### config.mk
export PLATFORM = sky130hd
export DESIGN_NAME = shift_carry_unit
export DESIGN_NICKNAME = d
export VERILOG_FILES = /design/src/rtl/shc_pkg.sv /design/src/rtl/shc_amount_decode.sv /design/src/rtl/shc_core.sv /design/src/rtl/shc_out_stage.sv /design/src/rtl/shift_carry_unit.sv
export SDC_FILE = /design/constraint.sdc
export NUM_CORES = 1
export LEC_CHECK = 0
export ABC_AREA = 1
export BUFFER_PORTS_ARGS = -buffer_cell sky130_fd_sc_hd__buf_2
export CORE_ASPECT_RATIO = 0.7
export CORE_MARGIN = 10
export CORE_UTILIZATION = 55
export DETAILED_ROUTE_END_ITERATION = 16
export PLACE_DENSITY = 0.8
export SETUP_SLACK_MARGIN = 0.4
export SLEW_MARGIN = 20
export SYNTH_ARGS = -nofsm -noshare
export SYNTH_HDL_FRONTEND = slang
export SYNTH_HIERARCHICAL = 1
export SYNTH_SLANG_ARGS = --single-unit
export TNS_END_PERCENT = 100
### constraint.sdc
create_clock -name clk -period 2.5 [get_ports clk]
set_input_delay 0.25 -clock clk [delete_from_list [all_inputs] [get_ports clk]]
set_output_delay 0.25 -clock clk [all_outputs]
set_load 0.1 [all_outputs]
### src/rtl/shc_pkg.sv
package shc_pkg;

    // Operation select; the encoding is visible on the op_sel port.
    typedef enum logic [1:0] {
        OP_LSL = 2'b00,
        OP_LSR = 2'b01,
        OP_ASR = 2'b10,
        OP_ROR = 2'b11
    } shc_op_e;

    // Range class of the effective distance relative to the word width.
    typedef struct packed {
        logic zero;    // distance is 0
        logic below;   // 1 .. WIDTH-1
        logic exact;   // exactly WIDTH
        logic beyond;  // greater than WIDTH
        logic rot_nil; // distance modulo WIDTH is 0
    } amt_class_t;

    // Result word plus carry, carried between stages.
    typedef struct packed {
        logic [31:0] word;
        logic        carry;
    } shc_res_t;

endpackage

### src/rtl/shc_amount_decode.sv
module shc_amount_decode
    import shc_pkg::*;
#(
    parameter int WIDTH    = 32,
    parameter int AMT_BITS = 8,
    localparam int SH_BITS = $clog2(WIDTH)
) (
    input  logic [AMT_BITS-1:0] amt,
    output amt_class_t          cls,
    output logic [SH_BITS-1:0]  sh
);

    localparam logic [AMT_BITS-1:0] W_AMT = AMT_BITS'(WIDTH);

    always_comb begin
        cls.zero    = (amt == '0);
        cls.exact   = (amt == W_AMT);
        cls.beyond  = (amt > W_AMT);
        cls.below   = !cls.zero && (amt < W_AMT);
        cls.rot_nil = (amt[SH_BITS-1:0] == '0);
        sh          = amt[SH_BITS-1:0];
    end

endmodule

### src/rtl/shc_core.sv
module shc_core
    import shc_pkg::*;
#(
    parameter int WIDTH    = 32,
    localparam int SH_BITS = $clog2(WIDTH)
) (
    input  logic [1:0]         op_sel,
    input  logic [WIDTH-1:0]   data,
    input  logic               cin,
    input  amt_class_t         cls,
    input  logic [SH_BITS-1:0] sh,
    output logic [WIDTH-1:0]   res,
    output logic               cout
);

    shc_op_e                   op;
    logic signed [WIDTH-1:0]   sdata;
    logic [2*WIDTH-1:0]        dbl;
    logic [SH_BITS-1:0]        left_idx;
    logic [SH_BITS-1:0]        right_idx;
    logic                      msb;

    always_comb begin
        op        = shc_op_e'(op_sel);
        sdata     = data;
        dbl       = {data, data} >> sh;
        // WIDTH is a power of two, so WIDTH - sh wraps to -sh.
        left_idx  = -sh;
        right_idx = sh - 1'b1;
        msb       = data[WIDTH-1];

        res  = data;
        cout = cin;
        if (!cls.zero) begin
            unique case (op)
                OP_LSL: begin
                    if (cls.below) begin
                        res  = data << sh;
                        cout = data[left_idx];
                    end else begin
                        res  = '0;
                        cout = cls.exact ? data[0] : 1'b0;
                    end
                end
                OP_LSR: begin
                    if (cls.below) begin
                        res  = data >> sh;
                        cout = data[right_idx];
                    end else begin
                        res  = '0;
                        cout = cls.exact ? msb : 1'b0;
                    end
                end
                OP_ASR: begin
                    if (cls.below) begin
                        res  = sdata >>> sh;
                        cout = data[right_idx];
                    end else begin
                        res  = {WIDTH{msb}};
                        cout = msb;
                    end
                end
                OP_ROR: begin
                    if (cls.rot_nil) begin
                        res  = data;
                        cout = msb;
                    end else begin
                        res  = dbl[WIDTH-1:0];
                        cout = data[right_idx];
                    end
                end
                default: begin
                    res  = data;
                    cout = cin;
                end
            endcase
        end
    end

endmodule

### src/rtl/shc_out_stage.sv
module shc_out_stage #(
    parameter int WIDTH   = 32,
    parameter bit REG_OUT = 1'b1
) (
    input  logic             clk,
    input  logic             rst,
    input  logic             in_valid,
    input  logic [WIDTH-1:0] res,
    input  logic             cout,
    output logic [WIDTH-1:0] result_q,
    output logic             carry_q,
    output logic             valid_q
);

    generate
        if (REG_OUT) begin : g_reg
            always_ff @(posedge clk) begin
                if (rst) begin
                    result_q <= '0;
                    carry_q  <= 1'b0;
                    valid_q  <= 1'b0;
                end else begin
                    valid_q <= in_valid;
                    if (in_valid) begin
                        result_q <= res;
                        carry_q  <= cout;
                    end
                end
            end
        end else begin : g_comb
            assign result_q = res;
            assign carry_q  = cout;
            assign valid_q  = in_valid;
        end
    endgenerate

endmodule

### src/rtl/shift_carry_unit.sv
module shift_carry_unit
    import shc_pkg::*;
#(
    parameter int WIDTH    = 32,
    parameter int AMT_BITS = 8,
    parameter bit REG_OUT  = 1'b1
) (
    input  logic             clk,
    input  logic             rst,
    input  logic             in_valid,
    input  logic [1:0]       op_sel,
    input  logic [WIDTH-1:0] data_in,
    input  logic [WIDTH-1:0] amount_in,
    input  logic             carry_in,
    output logic [WIDTH-1:0] result_out,
    output logic             carry_out,
    output logic             out_valid
);

    localparam int SH_BITS = $clog2(WIDTH);

    amt_class_t         cls;
    logic [SH_BITS-1:0] sh;
    logic [WIDTH-1:0]   core_res;
    logic               core_cout;
    logic               unused_amt_hi;

    // Upper operand bits are deliberately dropped.
    assign unused_amt_hi = ^amount_in[WIDTH-1:AMT_BITS];

    shc_amount_decode #(
        .WIDTH    (WIDTH),
        .AMT_BITS (AMT_BITS)
    ) u_decode (
        .amt (amount_in[AMT_BITS-1:0]),
        .cls (cls),
        .sh  (sh)
    );

    shc_core #(
        .WIDTH (WIDTH)
    ) u_core (
        .op_sel (op_sel),
        .data   (data_in),
        .cin    (carry_in),
        .cls    (cls),
        .sh     (sh),
        .res    (core_res),
        .cout   (core_cout)
    );

    shc_out_stage #(
        .WIDTH   (WIDTH),
        .REG_OUT (REG_OUT)
    ) u_out (
        .clk      (clk),
        .rst      (rst),
        .in_valid (in_valid),
        .res      (core_res),
        .cout     (core_cout),
        .result_q (result_out),
        .carry_q  (carry_out),
        .valid_q  (out_valid)
    );

endmodule

Yosys cells after proc, flatten, opt, wreduce, memory -nomap -nowiden:

Cells that the tools add are included.

* register bits: 34
* input bits: 70
* output and inout port bits: 34
* logic and storage cells: 39

* add/sub/neg operators: 2
* order comparisons: 3
* eq/ne operators: 4
* shifts and indexed selects: 4
* muxes and demuxes: 18
* reductions and logical operators: 5

Operators with widths (number)
* 2-to-1 mux 32 bit: 5
* one-hot mux 32 bit (4 select lines): 1
* >> shifter 64 x 5 -> 32 bit: 1
* << shifter 32 x 5 -> 32 bit: 1
* >> shifter 32 x 5 -> 32 bit: 1
* >>> shifter 32 x 5 -> 32 bit: 1
* less-than comparator 5 x 6 -> 1 bit, second input constant: 2
* binary-select mux 1 bit (select 5 bit): 2
* 2-to-1 mux 1 bit: 9
* equality test 8 x 6 -> 1 bit, second input constant: 1
* logical NOT 8 bit: 1
* less-than comparator 8 x 6 -> 1 bit, second input constant: 1
* logical NOT 5 bit: 1
* negator 5 bit: 1
* subtractor 5 x 1 -> 5 bit, second input constant: 1
* equality test 2 bit, second input constant: 2
* one-hot mux 1 bit (4 select lines): 1
* equality test 2 x 1 -> 1 bit, second input constant: 1
* logical NOT 2 bit: 1
* logical AND 1 bit: 1
* logical NOT 1 bit: 1

Logic depth before layout (Yosys ltp):

* depth in word-level cells: 6
* depth in mapped cells: 23
* gate-level depth less buffers: 21

Modules after synthesis:

The synthesis kept the hierarchy.

Modules (own cells, without submodules)
* shc_core: times used 1, cells each 1305, area an instance 6117.1 µm², seq. area each 0.0 µm²
* shc_out_stage: times used 1, cells each 212, area an instance 1371.3 µm², seq. area each 680.7 µm²
* shc_amount_decode: times used 1, cells each 21, area an instance 116.4 µm², seq. area each 0.0 µm²

Least setup slack after synthesis:

Ideal clock, no wire load.

* kind: input port to flip-flop
* start point: input amount_in[1]
* end point: register u_out.carry_q
* setup time: 118 ps
* arrival time: 2252 ps
* required time: 2382 ps
* setup slack: 130 ps
* stages on the path: 21
* path buffers: 5
* cell sequence: buf_4 > buf_6 > inv_4 > buf_4 > buf_2 > ha_1 > inv_1 > clkbuf_1 > nand3_1 > o211ai_1 > nand3_1 > nand3_1 > nand2_1 > nand2_1 > nand3_1 > nand3_1 > nand2_1 > inv_1 > nand2_1 > nand2_1 > nor2_1

* word-level cells in the longest chain between the ends: 6
* elaborated cells on any way between the ends: 20
* those cells by class: add/sub: 2; order compare: 1; eq/ne: 1; mux: 12; reduce/logical: 4

RTL lines
* start: declaration: line shift_carry_unit.sv:13 `input logic [WIDTH-1:0] amount_in,`
* subtractor 5 x 1 -> 5 bit (tied with other cells): line shc_core.sv:29 `right_idx = sh - 1'b1;`
* binary-select mux 1 bit (select 5 bit) (tied with other cells): line shc_core.sv:48, shc_core.sv:57, shc_core.sv:69
* 2-to-1 mux 1 bit (implied by the code) (tied with other cells): line shc_core.sv:48, shc_core.sv:57, shc_core.sv:69
* 2-to-1 mux 1 bit, on equally long branches
* one-hot mux 1 bit (4 select lines): line shc_core.sv:35 `unique case (op)`
* 2-to-1 mux 1 bit (*): line shc_core.sv:34 `if (!cls.zero) begin`
* named net core_cout: line shift_carry_unit.sv:25 `logic core_cout;`
* end signal: assignment: line shc_out_stage.sv:26 `carry_q <= cout;`
* end: declaration: line shc_out_stage.sv:11 `output logic carry_q,`

The timed path passes the listed nets; every way through them passes the cells marked *. The select of a mux whose other input is x is not followed.
A chain may end at the register's enable or synchronous reset.

Final worst setup path:

* start point: input amount_in[0]
* end point: register u_out.result_q[10]

* word-level cells in the longest chain between the ends: 6
* elaborated cells on any way between the ends: 15
* those cells by class: order compare: 1; shift: 4; mux: 6; reduce/logical: 4

RTL lines
* parallel branches: the longest is 5 deep, another holds less-than comparator 8 x 6 -> 1 bit
* 2-to-1 mux 32 bit (*): line shc_core.sv:34
* named net core_res[10]: line shift_carry_unit.sv:24 `logic [WIDTH-1:0] core_res;`
* end signal: assignment: line shc_out_stage.sv:25 `result_q <= res;`
* end: declaration: line shc_out_stage.sv:10 `output logic [WIDTH-1:0] result_q,`

Mark *: on every way through the listed nets, which the timed path passes.

==> out/metrics.yaml <==
outcome: "complete, no violations"
wl_microns: 40200
crit_fanout: 5
p_leak_nw: 5.06
gr-usage-met3_pct: 19.4
critPathKind: "input port to flop"
worstSetupStartpointType: "input port"
worstPathArrival_ns: 2.29
drt_pass1_iterations: 11
port_buffers: 79
cts_buffer_depth: 2
area.growth.synth_to_final_pct: 23.9
routedWlPerCell_microns: 22.2
vias: 11600
fin_skew_ns: 0
period_share_pct: 84.1
cts_tree: "done"
clk_pin_slew_worst_paths_ns: 0.06
maxCapViolCount: 0
htree_levels: 2
crit_buf_inv: 5
die_y_microns: 118
worstSetupEndpointType: "flop"
layout-drive-gt1-share_pct: 20.9
grt_max_degree: 75
synth.avg_cell_area_sq_um: 4.94
gr-total-overflow: 0
start_util_pct: 56.9
row_count: 35
cts_root_buffer: "clkbuf_16"
grtUsageMet2_pct: 49.1
setup_viol: 0
slew_violations: 0
setup_tns_ns: 0
nFillCells: 1288
cp_data_required_time_ns: 2.68
timing.fmax_mhz: 476
gp_congestion: 1.13
synth_area_sq_um: 7600
cpMaxStageDelayCell: "nand4_1"
ant_nets: 0
syn-instance-count: 1537
grt_use_total_pct: 38.0
busiest_layer: "met1"
nNetsFinal: 1696
ioPinCount: 104
fin_crit_ns: 2.10
synth_warnings: 6
numCtsBuffers: 5
drt_iter0_drc: 2676
hold_viol: 0
hp-start: "rst"
use_met1_pct: 52.1
grt_pass1_wl_microns: 58000
core-area_sq_um: 13400
cp_slowest_stage_delay_ns: 0.23
hold_path.class: "input port to flop"
antenna_found_initial: 1
maxSlewHeadroom_pct: 29.8
critPathTopFamily: "simple AND/OR/NAND/NOR gates"
n_antenna_cell: 0
grt_pass1_vias: 9965
cts_sinks: 34
total_power_mw: 3.65
critPathMostFrequentCell: "nand2_1"
crit_start: "amount_in[0]"
rsz0062_at_grt: "true"
rr_startpoint: "u_out/result_q[9]"
die_x_microns: 160
synth_nets: 1608
clk_latency_ns: 0.28
hold_buffers: 0
p_per_area_nw_per_um2: 388
drc: 0
hpwl_microns: 28400
die_area_sq_um: 19000
worstPathCellList: "buf_12, clkinv_8, buf_12, buf_4, nand2_1, nand3_1, nand3_1, nand3_1, nand3_1, nand2_1, nand2_1, nand4_1, nand2_1, a21oi_2, inv_1, nand2_1, nand2_1, nor2_1"
viasPerCell: 6.42
max_slew.worst_pin.slew_ns: 1.05
max-vdd-ir-drop_mv: 0.251
-- state kept, by name (all words and copies together) (netlist names) --
signal and count:
u_out/carry_q 1, u_out/result_q 32, u_out/valid_q 1
-- final timing paths --
kind	to	depth (start not counted)	slack [ns]
setup reg to reg	u_out/result_q[9]	2	1.90
hold reg to reg	u_out/result_q[2]	2	0.46
setup / recovery	u_out/result_q[10]	18	0.40
hold / removal	u_out/valid_q	2	0.13
-- layout by cell type, fill, tap and decap left out, types with 2 or more instances in the layout --
cell type / n
a21oi_1: 46
a21oi_2: 2
a22oi_1: 4
and2_1: 7
buf_12: 16
buf_16: 2
buf_2: 73
buf_4: 71
buf_6: 12
buf_8: 2
bufinv_16: 2
clkbuf_16: 10
clkinv_1: 2
clkinvlp_4: 3
dfxtp_1: 34
inv_1: 99
inv_2: 13
inv_4: 4
inv_6: 3
mux2i_1: 2
mux2i_2: 2
nand2_1: 575
nand2_2: 35
nand2_4: 11
nand3_1: 281
nand3_2: 33
nand3_4: 2
nand4_1: 27
nor2_1: 121
nor2_2: 11
nor2_4: 11
o211ai_1: 15
o21a_1: 2
o21ai_0: 33
o21ai_1: 27
o21ai_2: 12
o2bb2ai_1: 2
or2_0: 2
-- through the flow --
stage	area (sq um)	hold WS [ns]	utilization, %	cells	setup WS, ns
4_1_cts	8780	0.128	65.8	1796	0.400
3_5_place_dp	8470	0.425	63.4	1783	0.0118
2_1_floorplan	7650	0.321	-	1537	0.447
6_report	9410	0.130	70.5	1811	0.398
3_3_place_gp	8470	0.420	63.4	1783	0.0873
5_1_grt	9410	0.145	70.5	1811	0.329
-- metal layers --
layer  vias up  part of all wire, %  wire length (microns)
met5         -                 0.16                     66
met4         4                  5.2                   2090
met3       219                   21                   8350
met2      1163                   36                  14600
met1      5082                   38                  15100
li1       5159                    -                      -
-- final cells by class --
| cell class | instances | area, sq um | share of cell area [%] |
|---|---|---|---|
| clock inverters | 3 | 68.8 | 0.731 |
| well taps | 185 | 231 | 2.46 |
| flip-flops and latches | 34 | 681 | 7.23 |
| repair inverters | 1 | 8.76 | 0.0930 |
| inverters | 125 | 529 | 5.62 |
| clock buffers | 5 | 125 | 1.33 |
| repair buffers | 182 | 1600 | 17.0 |
| multi-input cells | 1276 | 6170 | 65.6 |
-- power by group --
part | switching (mW) | internal (mW) | total (mW)
clock | 0.259 | 0.573 | 0.832
sequential | 0.0175 | 0.582 | 0.599
combinational | 1.57 | 0.642 | 2.22
-- repair_timing --
| action | CTS | global route |
|---|---|---|
| gates cloned | 2 | 6 |
| resized for setup | 10 | 125 |
| pin swaps | 3 | 25 |
| buffers inserted | 3 | 9 |
| setup endpoints to repair | 17 | 33 |
| endpoints found under the hold margin | 0 | 0 |
(Power assumes the default switching activity.)
